File: config.mk
export PLATFORM = sky130hd
export DESIGN_NAME = gpio_port_ovr
export DESIGN_NICKNAME = d
export VERILOG_FILES = /design/src/rtl/gpio_pkg.sv /design/src/rtl/gpio_sync.sv /design/src/rtl/gpio_pin_mux.sv /design/src/rtl/gpio_regs.sv /design/src/rtl/gpio_port_ovr.sv
export SDC_FILE = /design/constraint.sdc
export NUM_CORES = 1
export LEC_CHECK = 0
export CAP_MARGIN = 20
export CORE_MARGIN = 4
export CORE_UTILIZATION = 44
export CTS_CLUSTER_DIAMETER = 200
export CTS_CLUSTER_SIZE = 25
export DETAILED_ROUTE_END_ITERATION = 8
export HOLD_SLACK_MARGIN = 0.08
export PLACE_DENSITY_LB_ADDON = 0.1
export SLEW_MARGIN = 10
export SYNTH_ARGS = -nofsm -noshare
export SYNTH_HDL_FRONTEND = slang
export SYNTH_SLANG_ARGS = --single-unit
File: constraint.sdc
create_clock -name clk_i -period 3.9 [get_ports clk_i]
set_clock_uncertainty 0.2 [all_clocks]
set_input_delay 0.585 -clock clk_i [delete_from_list [all_inputs] [get_ports clk_i]]
set_output_delay 0.585 -clock clk_i [all_outputs]
set_load 0.01 [all_outputs]
File: src/rtl/gpio_pkg.sv
package gpio_pkg;
  localparam int unsigned PORT_W = 8;
  localparam int unsigned ADDR_W = 2;
  localparam int unsigned SPI_W  = 4;

  localparam int unsigned PIN_S0_RX = 0;
  localparam int unsigned PIN_S0_TX = 1;
  localparam int unsigned PIN_S1_RX = 2;
  localparam int unsigned PIN_S1_TX = 3;
  localparam int unsigned PIN_SPI0  = 4;

  typedef enum logic [ADDR_W-1:0] {
    REG_DATA = 2'd0,
    REG_IN   = 2'd1,
    REG_DIR  = 2'd2,
    REG_NONE = 2'd3
  } reg_addr_e;
endpackage

File: src/rtl/gpio_sync.sv
module gpio_sync #(
  parameter int unsigned W      = 8,
  parameter int unsigned STAGES = 2
) (
  input  logic         clk_i,
  input  logic         rst_ni,
  input  logic [W-1:0] d_i,
  output logic [W-1:0] q_o
);
  logic [W-1:0] stage_q [STAGES];

  for (genvar s = 0; s < STAGES; s++) begin : g_stage
    if (s == 0) begin : g_first
      always_ff @(posedge clk_i or negedge rst_ni)
        if (!rst_ni) stage_q[s] <= '0;
        else         stage_q[s] <= d_i;
    end else begin : g_next
      always_ff @(posedge clk_i or negedge rst_ni)
        if (!rst_ni) stage_q[s] <= '0;
        else         stage_q[s] <= stage_q[s-1];
    end
  end

  assign q_o = stage_q[STAGES-1];
endmodule

File: src/rtl/gpio_pin_mux.sv
module gpio_pin_mux #(
  parameter int unsigned W = 8
) (
  input  logic [W-1:0] ovr_en_i,
  input  logic [W-1:0] ovr_oe_i,
  input  logic [W-1:0] ovr_val_i,
  input  logic [W-1:0] dir_i,
  input  logic [W-1:0] data_i,
  output logic [W-1:0] oe_o,
  output logic [W-1:0] val_o
);
  for (genvar p = 0; p < W; p++) begin : g_pin
    // peripheral wins, register bits only when no channel owns the pin
    assign oe_o[p]  = ovr_en_i[p] ? ovr_oe_i[p]  : dir_i[p];
    assign val_o[p] = ovr_en_i[p] ? ovr_val_i[p] : data_i[p];
  end
endmodule

File: src/rtl/gpio_regs.sv
module gpio_regs
  import gpio_pkg::*;
#(
  parameter int unsigned W = 8
) (
  input  logic              clk_i,
  input  logic              rst_ni,
  input  logic              wr_i,
  input  logic [ADDR_W-1:0] addr_i,
  input  logic [W-1:0]      wdata_i,
  input  logic [W-1:0]      eff_oe_i,
  input  logic [W-1:0]      sync_i,
  output logic [W-1:0]      dir_o,
  output logic [W-1:0]      data_o,
  output logic [W-1:0]      rdata_o
);
  logic [W-1:0] dir_q, data_q;

  always_ff @(posedge clk_i or negedge rst_ni) begin
    if (!rst_ni) begin
      dir_q  <= '0;
      data_q <= '0;
    end else if (wr_i) begin
      if (addr_i == REG_DIR)  dir_q  <= wdata_i;
      if (addr_i == REG_DATA) data_q <= wdata_i;
    end
  end

  always_comb begin
    unique case (reg_addr_e'(addr_i))
      REG_DATA: rdata_o = (data_q & eff_oe_i) | (sync_i & ~eff_oe_i);
      REG_IN:   rdata_o = sync_i;
      REG_DIR:  rdata_o = dir_q;
      default:  rdata_o = '0;
    endcase
  end

  assign dir_o  = dir_q;
  assign data_o = data_q;

  assert_dir_write_R2: assert property (@(posedge clk_i) disable iff (!rst_ni)
    (wr_i && addr_i == REG_DIR) |=> dir_o == $past(wdata_i));

  assert_dir_keeps_R7: assert property (@(posedge clk_i) disable iff (!rst_ni)
    !(wr_i && addr_i == REG_DIR) |=> $stable(dir_o));
endmodule

File: src/rtl/gpio_port_ovr.sv
module gpio_port_ovr
  import gpio_pkg::*;
#(
  parameter int unsigned SYNC_STAGES = 2
) (
  input  logic              clk_i,
  input  logic              rst_ni,
  input  logic              bus_wr_i,
  input  logic [ADDR_W-1:0] bus_addr_i,
  input  logic [PORT_W-1:0] bus_wdata_i,
  output logic [PORT_W-1:0] bus_rdata_o,
  input  logic              spi_en_i,
  input  logic [SPI_W-1:0]  spi_dir_i,
  input  logic [SPI_W-1:0]  spi_out_i,
  input  logic              ser0_rx_en_i,
  input  logic              ser0_tx_en_i,
  input  logic              ser0_tx_i,
  input  logic              ser1_rx_en_i,
  input  logic              ser1_tx_en_i,
  input  logic              ser1_tx_i,
  input  logic [PORT_W-1:0] pin_i,
  output logic [PORT_W-1:0] pin_oe_o,
  output logic [PORT_W-1:0] pin_o,
  output logic [PORT_W-1:0] sync_o
);
  logic [PORT_W-1:0] ovr_en, ovr_oe, ovr_val;
  logic [PORT_W-1:0] dir_q, data_q, sync_q;

  always_comb begin
    ovr_en  = '0;
    ovr_oe  = '0;
    ovr_val = '0;
    ovr_en[PIN_S0_RX]  = ser0_rx_en_i;
    ovr_en[PIN_S0_TX]  = ser0_tx_en_i;
    ovr_oe[PIN_S0_TX]  = 1'b1;
    ovr_val[PIN_S0_TX] = ser0_tx_i;
    ovr_en[PIN_S1_RX]  = ser1_rx_en_i;
    ovr_en[PIN_S1_TX]  = ser1_tx_en_i;
    ovr_oe[PIN_S1_TX]  = 1'b1;
    ovr_val[PIN_S1_TX] = ser1_tx_i;
    for (int k = 0; k < SPI_W; k++) begin
      ovr_en[PIN_SPI0+k]  = spi_en_i;
      ovr_oe[PIN_SPI0+k]  = spi_dir_i[k];
      ovr_val[PIN_SPI0+k] = spi_out_i[k];
    end
  end

  gpio_sync #(.W(PORT_W), .STAGES(SYNC_STAGES)) u_sync (
    .clk_i (clk_i),
    .rst_ni(rst_ni),
    .d_i   (pin_i),
    .q_o   (sync_q)
  );

  gpio_pin_mux #(.W(PORT_W)) u_mux (
    .ovr_en_i (ovr_en),
    .ovr_oe_i (ovr_oe),
    .ovr_val_i(ovr_val),
    .dir_i    (dir_q),
    .data_i   (data_q),
    .oe_o     (pin_oe_o),
    .val_o    (pin_o)
  );

  gpio_regs #(.W(PORT_W)) u_regs (
    .clk_i   (clk_i),
    .rst_ni  (rst_ni),
    .wr_i    (bus_wr_i),
    .addr_i  (bus_addr_i),
    .wdata_i (bus_wdata_i),
    .eff_oe_i(pin_oe_o),
    .sync_i  (sync_q),
    .dir_o   (dir_q),
    .data_o  (data_q),
    .rdata_o (bus_rdata_o)
  );

  assign sync_o = sync_q;

  assert_spi_owns_R4: assert property (@(posedge clk_i) disable iff (!rst_ni)
    spi_en_i |-> (pin_oe_o[PIN_SPI0 +: SPI_W] == spi_dir_i &&
                  pin_o[PIN_SPI0 +: SPI_W] == spi_out_i));

  assert_tx_drives_R5: assert property (@(posedge clk_i) disable iff (!rst_ni)
    ser0_tx_en_i |-> (pin_oe_o[PIN_S0_TX] && pin_o[PIN_S0_TX] == ser0_tx_i));

  assert_rx_floats_R6: assert property (@(posedge clk_i) disable iff (!rst_ni)
    ser1_rx_en_i |-> !pin_oe_o[PIN_S1_RX]);

  assert_reg_control_R3: assert property (@(posedge clk_i) disable iff (!rst_ni)
    (!ser0_rx_en_i && !ser0_tx_en_i && !ser1_rx_en_i && !ser1_tx_en_i && !spi_en_i)
      |-> (pin_oe_o == u_regs.dir_o && pin_o == u_regs.data_o));

  if (SYNC_STAGES == 2) begin : g_sync_chk
    logic [1:0] warm_q;
    always_ff @(posedge clk_i or negedge rst_ni)
      if (!rst_ni)              warm_q <= '0;
      else if (warm_q != 2'd3)  warm_q <= warm_q + 2'd1;

    assert_sync_latency_R8: assert property (@(posedge clk_i) disable iff (!rst_ni)
      (warm_q == 2'd3) |-> sync_o == $past(pin_i, 2));
  end
endmodule

# After elaboration in Yosys (flattened, before gate mapping)

Index checks and enable logic that the tools add are counted.

Equal/unequal tests: 2
Mux-type cells: 17
Bitwise logic cells: 4
Reduce and logical (&&, ||, !) cells: 3

Operators with widths:

| kind                                          | number |
|---|---|
| one-hot mux 8 bit (3 select lines)            | 1 |
| AND 8 bit                                     | 2 |
| 2-to-1 mux 1 bit                              | 16 |
| inverter 8 bit                                | 1 |
| bitwise OR 8 bit                              | 1 |
| AND reduction 2 bit                           | 2 |
| == test 2 x 1 -> 1 bit, second input constant | 1 |
| == test 2 bit, second input constant          | 1 |
| zero test 2 bit                               | 1 |

Output and inout port bits: 32
Register bits after elaboration: 32

# Longest topological paths before layout

Word-level depth: 5
Depth in mapped cells: 5

# By module

A second synthesis with hierarchy kept.

Cell total of the unflattened synthesis: 113
Area total of the unflattened synthesis: 1529.0 um2

Modules (own cells, without submodules):

| module        | cells an instance | instances | area each (um2) | sequential area each (um2) |
|---|---|---|---|---|
| gpio_regs     | 71                | 1         | 828.3           | 400.4 |
| gpio_sync     | 24                | 1         | 460.4           | 400.4 |
| gpio_pin_mux  | 16                | 1         | 232.7           | 0.0 |
| gpio_port_ovr | 2                 | 1         | 7.5             | 0.0 |

# Worst setup path before layout

Ideal clock, no wire load.

Path type: input to output
Start: in spi_en_i
End: out bus_rdata_o[4]
Path slack: 1630 ps
Buffers on the path: 1
Data required time: 3115 ps
Stages: 4
Arrival: 1485 ps
Path through: buf_6 mux2_2 nor2b_1 o21ai_0

Word-level cells in the longest chain between the ends: 5
Elaborated cells on any way between the ends: 6
Classes of those cells: mux (2); bitwise (4)

Ends and longest elaborated chain:

| item                                   | line                | text |
|---|---|---|
| start: declaration                     | gpio_port_ovr.sv:12 | `input logic spi_en_i,` |
| 2-to-1 mux 1 bit (*)                   | gpio_pin_mux.sv:14  | `assign oe_o[p] = ovr_en_i[p] ? ovr_oe_i[p] : dir_i[p];` |
| via pin_oe_o[4]                        | gpio_port_ovr.sv:22 | `output logic [PORT_W-1:0] pin_oe_o,` |
| inverter 8 bit                         | gpio_regs.sv:31     | `REG_DATA: rdata_o = (data_q & eff_oe_i) \| (sync_i & ~eff_oe_i);` |
| AND 8 bit                              | gpio_regs.sv:31     |  |
| bitwise OR 8 bit (*)                   | gpio_regs.sv:31     |  |
| one-hot mux 8 bit (3 select lines) (*) | gpio_regs.sv:30     | `unique case (reg_addr_e'(addr_i))` |
| end: declaration                       | gpio_port_ovr.sv:11 | `output logic [PORT_W-1:0] bus_rdata_o,` |

The timed path passes the listed nets; every way through them passes the cells marked *.

# Final worst setup path

Start: in spi_en_i
End: out bus_rdata_o[5]

Word-level cells in the longest chain between the ends: 5
Elaborated cells on any way between the ends: 6
Classes of those cells: mux (2); bitwise (4)

Ends and longest elaborated chain:

| item                                   | line |
|---|---|
| 2-to-1 mux 1 bit (*)                   | gpio_pin_mux.sv:14 |
| inverter 8 bit                         | gpio_regs.sv:31 |
| AND 8 bit                              | gpio_regs.sv:31 |
| bitwise OR 8 bit (*)                   | gpio_regs.sv:31 |
| one-hot mux 8 bit (3 select lines) (*) | gpio_regs.sv:30 |

Mark *: on every way between the ends. The rest lies on a longest branch, timed or not.

==> results <==
==> layer usage <==
metal  part of all wire [%]  wire length [um]  vias up
met1                     38              1351      531
met5                      0                 0        -
met2                     53              1852       43
met3                    7.0               248        9
met4                    2.1                73        0
li1                       -                 -      531
==> area by class of cell <==
| type | count | area (sq um) |
|---|---|---|
| Fill cell | 257 | 940.9 |
| Sequential cell | 32 | 800.8 |
| Timing Repair Buffer | 69 | 685.7 |
| Multi-Input combinational cell | 67 | 539.3 |
| Clock buffer | 8 | 58.81 |
| Tap cell | 44 | 55.05 |
| Inverter | 6 | 22.52 |
==> critical path, delay by kind of cell <==
family / cells / cell delay [ps]
and+or+nand+nor: 2 / 560
buffers and inverters: 2 / 1220
muxes: 1 / 170
==> cell families (layout without fill, tap and decap cells) <==
group                  count (synthesis)  after routing  share of synthesized area [%]
and+or+nand+nor                       24             24                          8.678
muxes                                 26             26                          20.02
DFF                                   32             32                          54.98
AOI/OAI and AO/OA                     17             17                          8.334
buffers and inverters                 18             83                          7.989
==> registers in the layout, indices dropped and copies added (netlist names) <==
| name | cells |
|---|---|
| u_regs.dir_o | 8 |
| u_sync.stage_q | 8 |
| u_regs.data_o | 8 |
| u_sync.q_o | 8 |
==> stage by stage <==
stage	power, mW	hold WS (ps)	setup slack [ps]	util, %
floorplan	0.5037	89.41	1630	-
global placement	0.6281	133.1	612.3	67.78
detailed placement	0.6371	138.9	568.1	67.78
CTS	0.8367	148.7	559.4	69.68
global route	0.8713	158.5	473.4	69.68
finish	0.8219	143.4	581.7	69.68
==> power by group <==
part,switching (mW),internal [mW]
sequential,0.0254,0.371
clock,0.105,0.0888
combinational,0.0882,0.143
total,0.218,0.604
==> cell usage in the layout (no fill, tap or decap), drive strengths merged <==
master	instances
clkdlybuf4s50	67
or4b	1
a32oi	3
o31ai	4
inv	5
mux2i	1
and2	1
o311ai	2
nor2b	6
a21oi	2
mux2	25
a22oi	1
clkinv	1
buf	2
clkbuf	8
and2b	1
o21ai	3
nor2	9
nand3	1
dfrtp	32
o211ai	2
nand2	5
==> worst max-delay path by stage <==
stage / startpoint / end / slack (ps) / cells after the start
after CTS: spi_en_i / bus_rdata_o[5] / 560 / 5
after detailed placement: spi_en_i / bus_rdata_o[5] / 570 / 5
after global placement: spi_en_i / bus_rdata_o[5] / 610 / 5
final: spi_en_i / bus_rdata_o[5] / 580 / 5
after global routing: spi_en_i / bus_rdata_o[5] / 470 / 5
after floorplan: spi_en_i / bus_rdata_o[4] / 1630 / 4
==> impl_metrics.py <==
metrics = {
    "sta": {
        "max_freq_mhz": 301.4,
        "rsz0062_at_grt": "no",
        "worst_slew_pin_slew_ps": 427.5,
        "hold_violations": 0,
        "maxSlewHeadroom_pct": 71.50,
        "fin_crit_sh_pct": 85.08,
        "finalMaxSlewViolations": 0,
        "fin_crit_ps": 3318,
        "setup_tns_ps": 0,
        "setup_viol": 0,
    },
    "yosys": {
        "synth-edff-count": 0,
        "synth_top_area_cell": "dfrtp_1",
        "ys_seq_elements": 32,
        "synthDistinctLibCells": 26,
        "synth_top_area_share_pct": 54.98,
        "yosys-top-cells-area": "dfrtp_1 (55%), mux2_2 (13%), mux2_1 (6.2%)",
        "synth_commonest_cells": "dfrtp_1 (32), mux2_2 (17), buf_4 (9), mux2_1 (8), nor2_1 (8)",
        "syn_area_per_cell_sq_um": 12.45,
        "synth_ff_type": "dfrtp_1",
        "yosysWarnings": 0,
        "async_flop_share_pct": 100.0,
        "synth_nets": 153,
        "seq_area_frac_synth_pct": 54.98,
        "synth.most_common_cell": "dfrtp_1",
        "synthCells": 117,
        "syn_area_sq_um": 1456,
    },
    "die": {
        "die-area_sq_um": 4294,
        "die_h_um": 65.53,
        "pin_count": 68,
        "rows": 20,
        "start_util_pct": 46.94,
        "coreArea_sq_um": 3103,
        "die_x_um": 65.53,
    },
    "clocking": {
        "clock-sinks": 32,
        "cts_made_buffers": 5,
        "clk_latency_ps": 330,
        "clk_pin_slew_ps": 90,
        "cts_root_buffer": "clkbuf_4",
        "tritoncts": "yes",
        "cts_hold_buf": 0,
        "cts_buffer_depth": 2,
        "cts_setup_buffers": 0,
        "cts_resized": 0,
        "cts_htree_levels": 2,
    },
    "setup_path": {
        "r2r-start": "u_regs.data_o[3]",
        "cp.arrival_ps": 2530,
        "cp_slowest_cell": "clkdlybuf4s50_1",
        "end_kind": "output pin",
        "crit_chain": "clkdlybuf4s50_1, mux2i_1, or4b_1, nand3_1, clkdlybuf4s50_1",
        "crit_path_frequent_cell": "clkdlybuf4s50_1",
        "r2r_setup_slack_ps": 2880,
        "r2r_end": "u_regs.data_o[3]",
        "crit_type": "primary input to output pin",
        "crit_path_max_fanout": 8,
        "startpoint_type": "primary input",
        "worst_ep_required_time_ps": 3120,
        "slowest_delay_ps": 690,
        "worstRegToRegCells": 1,
    },
    "final_layout": {
        "final_nets": 217,
        "area_growth_pct": 48.45,
        "fin_cells": 226,
        "fin_area_sq_um": 2162,
        "drive_gt1_share_pct": 15.38,
        "diodes": 0,
    },
    "place": {
        "placed_area_sq_um": 2103,
        "dp_hpwl_mm": 2.667,
        "dp.cells": 218,
        "portBuffers": 67,
        "gp_congestion": 0.7146,
    },
    "detailed_routing": {
        "ant_nets": 0,
        "finalWirelength_mm": 3.525,
        "drt-vias-per-instance": 4.929,
        "vias": 1114,
        "wl_per_cell_um": 15.60,
        "first_pass_iters": 4,
        "drtIter0Drc": 47,
        "drc": 0,
    },
    "global_routing": {
        "antenna_found_initial": 0,
        "grt_util_met1_pct": 19.87,
        "top_usage_layer": "met2",
        "grt_pass1_vias": 1196,
        "track_usage_pct": 17.77,
        "met2_usage_pct": 30.09,
        "grt_pass1_wl_mm": 5.616,
        "grt_start_max_net_pins": 33,
        "use_met3_pct": 5.983,
        "grt.overflow.total": 0,
    },
    "worst_hold_path": {
        "min_to": "u_sync.q_o[7]",
        "holdCritStartpoint": "u_sync.stage_q[15]",
        "hold_depth": 0,
        "hold_path.class": "flip-flop to flip-flop",
    },
    "power_and_ir_drop": {
        "leakage_nw": 0.8869,
        "peakVddDrop_mv": 0.2573,
        "power_density_nw_per_um2": 380.1,
    },
    "outcome": {
        "outcome": "finished, final reports clean",
    },
    "job": {
        "maxCapViolations": 0,
    },
}
No activity file was read; power rests on OpenSTA's default activity.
